===== src/rtl/sdram_init_pkg.sv =====
package sdram_init_pkg;

  // SDRAM command codes as driven on the command bus
  typedef enum logic [1:0] {
    CMD_NOP    = 2'd0,
    CMD_PREALL = 2'd1,
    CMD_AREF   = 2'd2,
    CMD_LMODE  = 2'd3
  } memCmd_e;

  // Which timing field loads the shared gap counter
  typedef enum logic [1:0] {
    GAP_TRP  = 2'd0,
    GAP_TRC  = 2'd1,
    GAP_TMRD = 2'd2
  } gapSel_e;

  // Strobes from control to datapath
  typedef struct packed {
    logic    loadUs;
    logic    decUs;
    logic    loadRef;
    logic    decRef;
    logic    loadGap;
    logic    decGap;
    gapSel_e gapSel;
    logic    driveAllBank;
    logic    driveMode;
  } seqStrobe_t;

endpackage


===== src/rtl/sdram_init_dp.sv =====
module sdram_init_dp
  import sdram_init_pkg::*;
#(
  parameter int PWR_W       = 16,
  parameter int REF_W       = 4,
  parameter int TIM_W       = 4,
  parameter int ADDR_W      = 14,
  parameter int ALLBANK_BIT = 10
) (
  input  logic              clk,
  input  logic              rstN,
  input  seqStrobe_t        strb,
  input  logic [PWR_W-1:0]  cfgPwrDelayUs,
  input  logic [REF_W-1:0]  cfgRefreshCnt,
  input  logic [ADDR_W-1:0] cfgModeVal,
  input  logic [TIM_W-1:0]  cfgTrp,
  input  logic [TIM_W-1:0]  cfgTrc,
  input  logic [TIM_W-1:0]  cfgTmrd,
  output logic              usZero,
  output logic              usOne,
  output logic              refZero,
  output logic              refOne,
  output logic              gapOne,
  output logic              gapShort,
  output logic [ADDR_W-1:0] memAddr
);

  localparam logic [ADDR_W-1:0] ALL_BANK_WORD = {{(ADDR_W-1){1'b0}}, 1'b1} << ALLBANK_BIT;
  localparam logic [PWR_W-1:0]  PWR_ONE = {{(PWR_W-1){1'b0}}, 1'b1};
  localparam logic [REF_W-1:0]  REF_ONE = {{(REF_W-1){1'b0}}, 1'b1};
  localparam logic [TIM_W-1:0]  TIM_ONE = {{(TIM_W-1){1'b0}}, 1'b1};

  logic [PWR_W-1:0] usCnt;
  logic [REF_W-1:0] refCnt;
  logic [TIM_W-1:0] gapCnt;
  logic [TIM_W-1:0] selT;

  // Timing field chosen by the control for the gap being started
  always_comb begin
    case (strb.gapSel)
      GAP_TRP: selT = cfgTrp;
      GAP_TRC: selT = cfgTrc;
      default: selT = cfgTmrd;
    endcase
  end

  // A field of 0 or 1 needs no wait state at all
  assign gapShort = (selT <= TIM_ONE);

  // Microsecond countdown for the power-up wait
  always_ff @(posedge clk) begin
    if (!rstN)             usCnt <= '0;
    else if (strb.loadUs)  usCnt <= cfgPwrDelayUs;
    else if (strb.decUs)   usCnt <= usCnt - PWR_ONE;
  end

  // Remaining refresh commands
  always_ff @(posedge clk) begin
    if (!rstN)             refCnt <= '0;
    else if (strb.loadRef) refCnt <= cfgRefreshCnt;
    else if (strb.decRef)  refCnt <= refCnt - REF_ONE;
  end

  // Shared gap counter: loaded with T-1, leaves the wait when it reads 1
  always_ff @(posedge clk) begin
    if (!rstN)             gapCnt <= '0;
    else if (strb.loadGap) gapCnt <= selT - TIM_ONE;
    else if (strb.decGap)  gapCnt <= gapCnt - TIM_ONE;
  end

  assign usZero  = (usCnt == '0);
  assign usOne   = (usCnt == PWR_ONE);
  assign refZero = (refCnt == '0);
  assign refOne  = (refCnt == REF_ONE);
  assign gapOne  = (gapCnt == TIM_ONE);

  // Address bus: mode word, all-bank flag, or quiet
  always_comb begin
    if (strb.driveMode)         memAddr = cfgModeVal;
    else if (strb.driveAllBank) memAddr = ALL_BANK_WORD;
    else                        memAddr = '0;
  end

  // the control never counts a tick past zero
  a_r2_us_no_underflow: assert property (@(posedge clk) disable iff (!rstN)
    strb.decUs |-> !usZero)
    else $error("a_r2_us_no_underflow");

  // refresh count never wraps
  a_r4_ref_no_underflow: assert property (@(posedge clk) disable iff (!rstN)
    strb.decRef |-> !refZero)
    else $error("a_r4_ref_no_underflow");

  // a wait state only decrements while more than one cycle remains
  a_r3_gap_dec_legal: assert property (@(posedge clk) disable iff (!rstN)
    strb.decGap |-> (gapCnt > TIM_ONE))
    else $error("a_r3_gap_dec_legal");

endmodule


===== src/rtl/sdram_init_ctrl.sv =====
module sdram_init_ctrl
  import sdram_init_pkg::*;
(
  input  logic       clk,
  input  logic       rstN,
  input  logic       startPulse,
  input  logic       usTick,
  input  logic       usZero,
  input  logic       usOne,
  input  logic       refZero,
  input  logic       refOne,
  input  logic       gapOne,
  input  logic       gapShort,
  output seqStrobe_t strb,
  output memCmd_e    memCmd,
  output logic       busy,
  output logic       done
);

  typedef enum logic [3:0] {
    S_IDLE, S_PWR, S_PRE, S_TRP, S_REF, S_TRC, S_LMR, S_TMRD, S_DONE
  } seqState_e;

  seqState_e state, nxt;

  always_ff @(posedge clk) begin
    if (!rstN) state <= S_IDLE;
    else       state <= nxt;
  end

  always_comb begin
    nxt         = state;
    strb        = '0;
    strb.gapSel = GAP_TRP;
    case (state)
      S_IDLE, S_DONE: begin
        if (startPulse) begin
          nxt          = S_PWR;
          strb.loadUs  = 1'b1;
          strb.loadRef = 1'b1;
        end
      end
      S_PWR: begin
        if (usZero || (usTick && usOne)) nxt = S_PRE;
        else if (usTick)                 strb.decUs = 1'b1;
      end
      S_PRE: begin
        strb.gapSel       = GAP_TRP;
        strb.loadGap      = 1'b1;
        strb.driveAllBank = 1'b1;
        if (gapShort) nxt = refZero ? S_LMR : S_REF;
        else          nxt = S_TRP;
      end
      S_TRP: begin
        if (gapOne) nxt = refZero ? S_LMR : S_REF;
        else        strb.decGap = 1'b1;
      end
      S_REF: begin
        strb.gapSel  = GAP_TRC;
        strb.loadGap = 1'b1;
        strb.decRef  = 1'b1;
        if (gapShort) nxt = refOne ? S_LMR : S_REF;
        else          nxt = S_TRC;
      end
      S_TRC: begin
        if (gapOne) nxt = refZero ? S_LMR : S_REF;
        else        strb.decGap = 1'b1;
      end
      S_LMR: begin
        strb.gapSel    = GAP_TMRD;
        strb.loadGap   = 1'b1;
        strb.driveMode = 1'b1;
        nxt = gapShort ? S_DONE : S_TMRD;
      end
      S_TMRD: begin
        if (gapOne) nxt = S_DONE;
        else        strb.decGap = 1'b1;
      end
      default: nxt = S_IDLE;
    endcase
  end

  always_comb begin
    case (state)
      S_PRE:   memCmd = CMD_PREALL;
      S_REF:   memCmd = CMD_AREF;
      S_LMR:   memCmd = CMD_LMODE;
      default: memCmd = CMD_NOP;
    endcase
  end

  assign busy = (state != S_IDLE) && (state != S_DONE);
  assign done = (state == S_DONE);

  // the two status flags are exclusive
  a_r7_busy_done_excl: assert property (@(posedge clk) disable iff (!rstN)
    !(busy && done))
    else $error("a_r7_busy_done_excl");

  // a start during a run never re-enters the power-up wait
  a_r8_start_ignored: assert property (@(posedge clk) disable iff (!rstN)
    (busy && startPulse && state != S_PWR) |=> (state != S_PWR))
    else $error("a_r8_start_ignored");

  // done holds until a new start
  a_r7_done_holds: assert property (@(posedge clk) disable iff (!rstN)
    (done && !startPulse) |=> done)
    else $error("a_r7_done_holds");

endmodule


===== src/rtl/sdram_init_seq.sv =====
module sdram_init_seq
  import sdram_init_pkg::*;
#(
  parameter int PWR_W       = 16,
  parameter int REF_W       = 4,
  parameter int TIM_W       = 4,
  parameter int ADDR_W      = 14,
  parameter int ALLBANK_BIT = 10
) (
  input  logic              clk,
  input  logic              rstN,
  input  logic              usTick,
  input  logic              startPulse,
  input  logic [PWR_W-1:0]  cfgPwrDelayUs,
  input  logic [REF_W-1:0]  cfgRefreshCnt,
  input  logic [ADDR_W-1:0] cfgModeVal,
  input  logic [TIM_W-1:0]  cfgTrp,
  input  logic [TIM_W-1:0]  cfgTrc,
  input  logic [TIM_W-1:0]  cfgTmrd,
  output logic [1:0]        memCmd,
  output logic [ADDR_W-1:0] memAddr,
  output logic              busy,
  output logic              done
);

  localparam int SINCE_W = TIM_W + 2;

  seqStrobe_t strb;
  memCmd_e    cmdInt;
  logic usZero, usOne, refZero, refOne, gapOne, gapShort;

  sdram_init_ctrl u_ctrl (
    .clk        (clk),
    .rstN       (rstN),
    .startPulse (startPulse),
    .usTick     (usTick),
    .usZero     (usZero),
    .usOne      (usOne),
    .refZero    (refZero),
    .refOne     (refOne),
    .gapOne     (gapOne),
    .gapShort   (gapShort),
    .strb       (strb),
    .memCmd     (cmdInt),
    .busy       (busy),
    .done       (done)
  );

  sdram_init_dp #(
    .PWR_W       (PWR_W),
    .REF_W       (REF_W),
    .TIM_W       (TIM_W),
    .ADDR_W      (ADDR_W),
    .ALLBANK_BIT (ALLBANK_BIT)
  ) u_dp (
    .clk           (clk),
    .rstN          (rstN),
    .strb          (strb),
    .cfgPwrDelayUs (cfgPwrDelayUs),
    .cfgRefreshCnt (cfgRefreshCnt),
    .cfgModeVal    (cfgModeVal),
    .cfgTrp        (cfgTrp),
    .cfgTrc        (cfgTrc),
    .cfgTmrd       (cfgTmrd),
    .usZero        (usZero),
    .usOne         (usOne),
    .refZero       (refZero),
    .refOne        (refOne),
    .gapOne        (gapOne),
    .gapShort      (gapShort),
    .memAddr       (memAddr)
  );

  assign memCmd = cmdInt;

  // Gap observer for the command-spacing assertions
  logic [SINCE_W-1:0] sinceCmd;
  memCmd_e            prevCmd;

  always_ff @(posedge clk) begin
    if (!rstN) begin
      sinceCmd <= '0;
      prevCmd  <= CMD_NOP;
    end else if (cmdInt != CMD_NOP) begin
      sinceCmd <= {{(SINCE_W-1){1'b0}}, 1'b1};
      prevCmd  <= cmdInt;
    end else if (sinceCmd != '1) begin
      sinceCmd <= sinceCmd + 1'b1;
    end
  end

  function automatic logic [SINCE_W-1:0] effGap(input logic [TIM_W-1:0] t);
    effGap = (t == '0) ? {{(SINCE_W-1){1'b0}}, 1'b1} : {2'b00, t};
  endfunction

  // spacing after PRECHARGE-ALL
  a_r3_trp_gap: assert property (@(posedge clk) disable iff (!rstN)
    (cmdInt != CMD_NOP && prevCmd == CMD_PREALL) |-> (sinceCmd >= effGap(cfgTrp)))
    else $error("a_r3_trp_gap");

  // spacing after AUTO-REFRESH
  a_r4_trc_gap: assert property (@(posedge clk) disable iff (!rstN)
    (cmdInt != CMD_NOP && prevCmd == CMD_AREF) |-> (sinceCmd >= effGap(cfgTrc)))
    else $error("a_r4_trc_gap");

  // done only after LOAD-MODE and its settle time
  a_r5_tmrd_gap: assert property (@(posedge clk) disable iff (!rstN)
    $rose(done) |-> (prevCmd == CMD_LMODE && sinceCmd >= effGap(cfgTmrd)))
    else $error("a_r5_tmrd_gap");

  // mode word on the address lines
  a_r5_mode_addr: assert property (@(posedge clk) disable iff (!rstN)
    (cmdInt == CMD_LMODE) |-> (memAddr == cfgModeVal))
    else $error("a_r5_mode_addr");

  // quiet address on NOP cycles
  a_r6_nop_addr: assert property (@(posedge clk) disable iff (!rstN)
    (cmdInt == CMD_NOP) |-> (memAddr == '0))
    else $error("a_r6_nop_addr");

endmodule


===== config.mk =====
export PLATFORM = sky130hd
export DESIGN_NAME = sdram_init_seq
export DESIGN_NICKNAME = d
export VERILOG_FILES = /design/src/rtl/sdram_init_pkg.sv /design/src/rtl/sdram_init_dp.sv /design/src/rtl/sdram_init_ctrl.sv /design/src/rtl/sdram_init_seq.sv
export SDC_FILE = /design/constraint.sdc
export NUM_CORES = 1
export LEC_CHECK = 0
export ABC_AREA = 1
export BUFFER_PORTS_ARGS = -buffer_cell sky130_fd_sc_hd__buf_2
export CORE_UTILIZATION = 40
export CTS_BUF_LIST = sky130_fd_sc_hd__clkbuf_4
export DETAILED_ROUTE_END_ITERATION = 10
export PLACE_DENSITY = 0.67
export SYNTH_ARGS = -nofsm -noshare
export SYNTH_HDL_FRONTEND = slang
export SYNTH_SLANG_ARGS = --single-unit

===== constraint.sdc =====
create_clock -name clk -period 2 [get_ports clk]
set_clock_uncertainty 0.15 [all_clocks]
set_input_delay 0 -clock clk [delete_from_list [all_inputs] [get_ports clk]]
set_output_delay 0 -clock clk [all_outputs]
set_load 0.05 [all_outputs]

==> metrics.md <==
| Metric | Value |
|---|---|
| Peak supply drop | `0.600 mV` |
| Top FF cell, synth | `dfxtp_1` |
| Htree depth | `1` |
| Vias in the first global route | `2238` |
| Clock root cell | `clkbuf_4` |
| Setup violators final | `0` |
| Final estimated routing congestion in global placement | `0.908` |
| CP Launch Type | `register` |
| Buffers on Ports | `67` |
| Skew-Pair Late Insertion Delay | `340 ps` |
| Final worst setup slack | `a little under 20 ps` |
| Commonest cells post-synth | `nand2_1, nor2_1, inv_1` |
| Share of cells above drive strength 1 | `between 20% and 30%` |
| LEAKAGE | `about 0.0016 µW` |
| Crit end category | `register` |
| Clock Sinks | `28` |
| Die ar. | `about 5800 µm²` |
| Post-synthesis async set-or-reset flop share | `0%` |
| Via count | `around 2600` |
| I/O pins | `just under 70` |
| Synth warnings | `0` |
| Power Density | `~1200 nW/µm²` |
| Initial Util | `around 42%` |
| Worst-case clock buffer depth | `2` |
| Crit path launch | `u_ctrl.state[2]` |
| Net Sw Frac | `between 50% and 60%` |
| Syn Nets | `422` |
| Cell area after synthesis | `about 2200 µm²` |
| WP data arrival | `about 2100 ps` |
| First-pass GRT wire length | `just under 10000 µm` |
| Largest net degree at the start of global routing | `19` |
| Grt ovf | `0` |
| Most frequent cell after synthesis | `nand2_1` |
| Hold_sp | `startPulse` |
| Post-layout min period | `just under 2000 ps` |
| Synthesis-to-layout area growth | `42.1%` |
| Clock Pin Slew Worst Setup and Hold Paths | `~160 ps` |
| CTS tree | `done` |
| Number of synthesized flops with an enable pin | `0` |
| P_sw | `1950 µW` |
| Pins Over Slew Limit | `0` |
| Int Pwr | `~1900 µW` |
| Antenna viol nets, final | `0` |
| Reg-to-Reg Start | `u_ctrl.state[2]` |
| Nets | `roughly 530` |
| Core ar. | `between 5000 and 6000 µm²` |
| Post-DP HPWL | `between 4000 and 5000 µm` |
| Cells after Synth | `about 360` |
| Rows | `26` |
| Setup Slack @ Placement | `12.6 ps` |
| CP Class | `register to register` |
| Inserted Diodes | `0` |
| Required time of the critical path | `between 2000 and 2500 ps` |
| Flop pwr share | `27.1%` |
| Avg Inst Size Synth | `between 6 and 7 µm²` |
| Initial antenna violation count | `0` |
| Drt pass-1 iters | `4` |
| Fmax | `a little over 500 MHz` |
| Die height | `approximately 76 µm` |
| Logic pwr share | `65.9%` |
| Most area-consuming cells after synthesis | `dfxtp_1, nand2_1, nor2_1` |
| Flops & latches, synth | `28` |
| Synth area leader | `dfxtp_1` |
| Clock Power Share | `7.0%` |
| Max_slew headroom | `72.7%` |
| Hold Crit Class | `input pin to register` |
| Final-report hold violation count | `0` |
| RSZ-0062 raised after global routing | `true` |
| Final WL | `about 6000 µm` |
| Clock buffer count from CTS | `3` |
| DRC Markers | `0` |
| Via density | `around 4.8` |
| Seq/Total Area, Yosys | `25.3%` |
| Worst Tran Pin Value | `roughly 410 ps` |
| Outcome | `finished clean` |
| Wire per inst | `approximately 11 µm` |
| All-Layer GR Usage | `approximately 20%` |
| Area share of the leading cell type in the synthesized netlist | `25.3%` |
| Post-route clock period utilization | `99.0%` |
| Maxcap violations | `0` |
| Finished Core Util | `between 60 and 70%` |
| Synth unique cells | `33` |
| Crit Path Max Fanout | `5` |
| Initial detailed-routing violation count | `about 170` |
| Die X | `roughly 76 µm` |
[per-stage QoR]
stage               total power, µW  TNS (ps)  hold slack [ps]  instances  area (µm²)
finish                         3830         0             34.5        542        3150
global route                   4220      -235             68.2        542        3150
CTS                            3720         0             20.4        538        3040
detailed placement             3400         0              116        512        2780
global placement               3370         0              114        512        2780
floorplan                      2770      -131             9.21        364        2260
[power by group through the flow]
stage	Combinational, µW	Clock, µW	Sequential (µW)
global route	2840	301	1070
CTS	2420	279	1020
floorplan	1780	0	986
finish	2520	269	1040
detailed placement	2380	0	1030
global placement	2350	0	1030
[worst paths after layout]
kind | to | cells after the start | slack [ps]
setup / recovery | u_ctrl.state[1] | 12 | 20
hold / removal | u_ctrl.state[2] | 6 | 30
setup reg to reg | u_ctrl.state[1] | 12 | 20
hold reg to reg | u_dp.refCnt[3] | 2 | 360
[layer usage]
metal / routed length [µm] / part of all wire (%) / track usage (%)
met5: 0 / 0 / 0
met1: 2900 / 48 / 25.6
met3: 205 / 3.4 / 3.11
met2: 2890 / 48 / 35.8
met4: 53 / 0.88 / 3.85
[cells in the final DEF (no fill, tap or decap), types with 2 or more instances in the layout]
cell            n
ha_1            6
nand2_2         6
nor2_1         54
nor2_2          8
a31oi_1        12
nand3_2         5
a21oi_2         2
clkinvlp_4      3
xnor2_1         2
o22ai_1         2
nand3_4         2
inv_4           2
nand2_1        80
xor2_1         10
o211ai_2        2
a21oi_1        12
dlygate4sd3_1  22
inv_2           2
buf_4          26
inv_1          52
clkbuf_4        8
nor2_4          3
nand4_1         4
dfxtp_4         3
buf_6           2
o21ai_1         4
o211ai_1        4
o21bai_1        2
buf_2          58
dfxtp_2         3
nor3_1          6
nand3_1        11
dfxtp_1        22
o21ai_0        21
ha_2            2
[final cells by class]
| cell class | instances | area, µm² |
|---|---|---|
| timing repair buffer | 112 | 758 |
| inverter | 60 | 243 |
| multi-input combinational | 267 | 1450 |
| clock buffer | 4 | 30.0 |
| sequential | 28 | 576 |
| tap | 70 | 87.6 |
| timing repair inverter | 1 | 7.51 |
| fill | 508 | 2090 |
[worst max-delay path, stage by stage (launching register included)]
cell	delay, ps
dfxtp_4	410
buf_6	100
nand3_4	90
nand2_2	90
o211ai_2	90
buf_4	140
ha_2	160
or2_4	250
nand3_4	90
a21oi_2	60
nand3_1	80
nand2_1	70
a21oi_2	120
[what timing repair did]
action                                 4_1_cts  5_1_grt
pin swaps                                    0        6
resized for setup                            2       39
hold buffers                                22        0
endpoints found under the hold margin       28        0
setup endpoints to repair                    4       30
gates cloned                                 0        1
setup buffers                                0        3
[cells by family (layout without fill, tap and decap cells)]
group	after synthesis	count (layout)	share of synthesized area [%]
xor gates and xnor gates	12	12	4.74
AOI/OAI and AO/OA	63	63	16.6
adders and majority gates	8	8	4.51
buffers and inverters	69	177	12.3
and+or+nand+nor	184	184	36.5
DFF	28	28	25.3
[state kept, by name, indices dropped and copies added, names as in the netlist]
signal / cells
u_dp.refCnt: 4
u_dp.usCnt: 16
u_ctrl.state: 4
u_dp.gapCnt: 4
(Power assumes the default switching activity.)
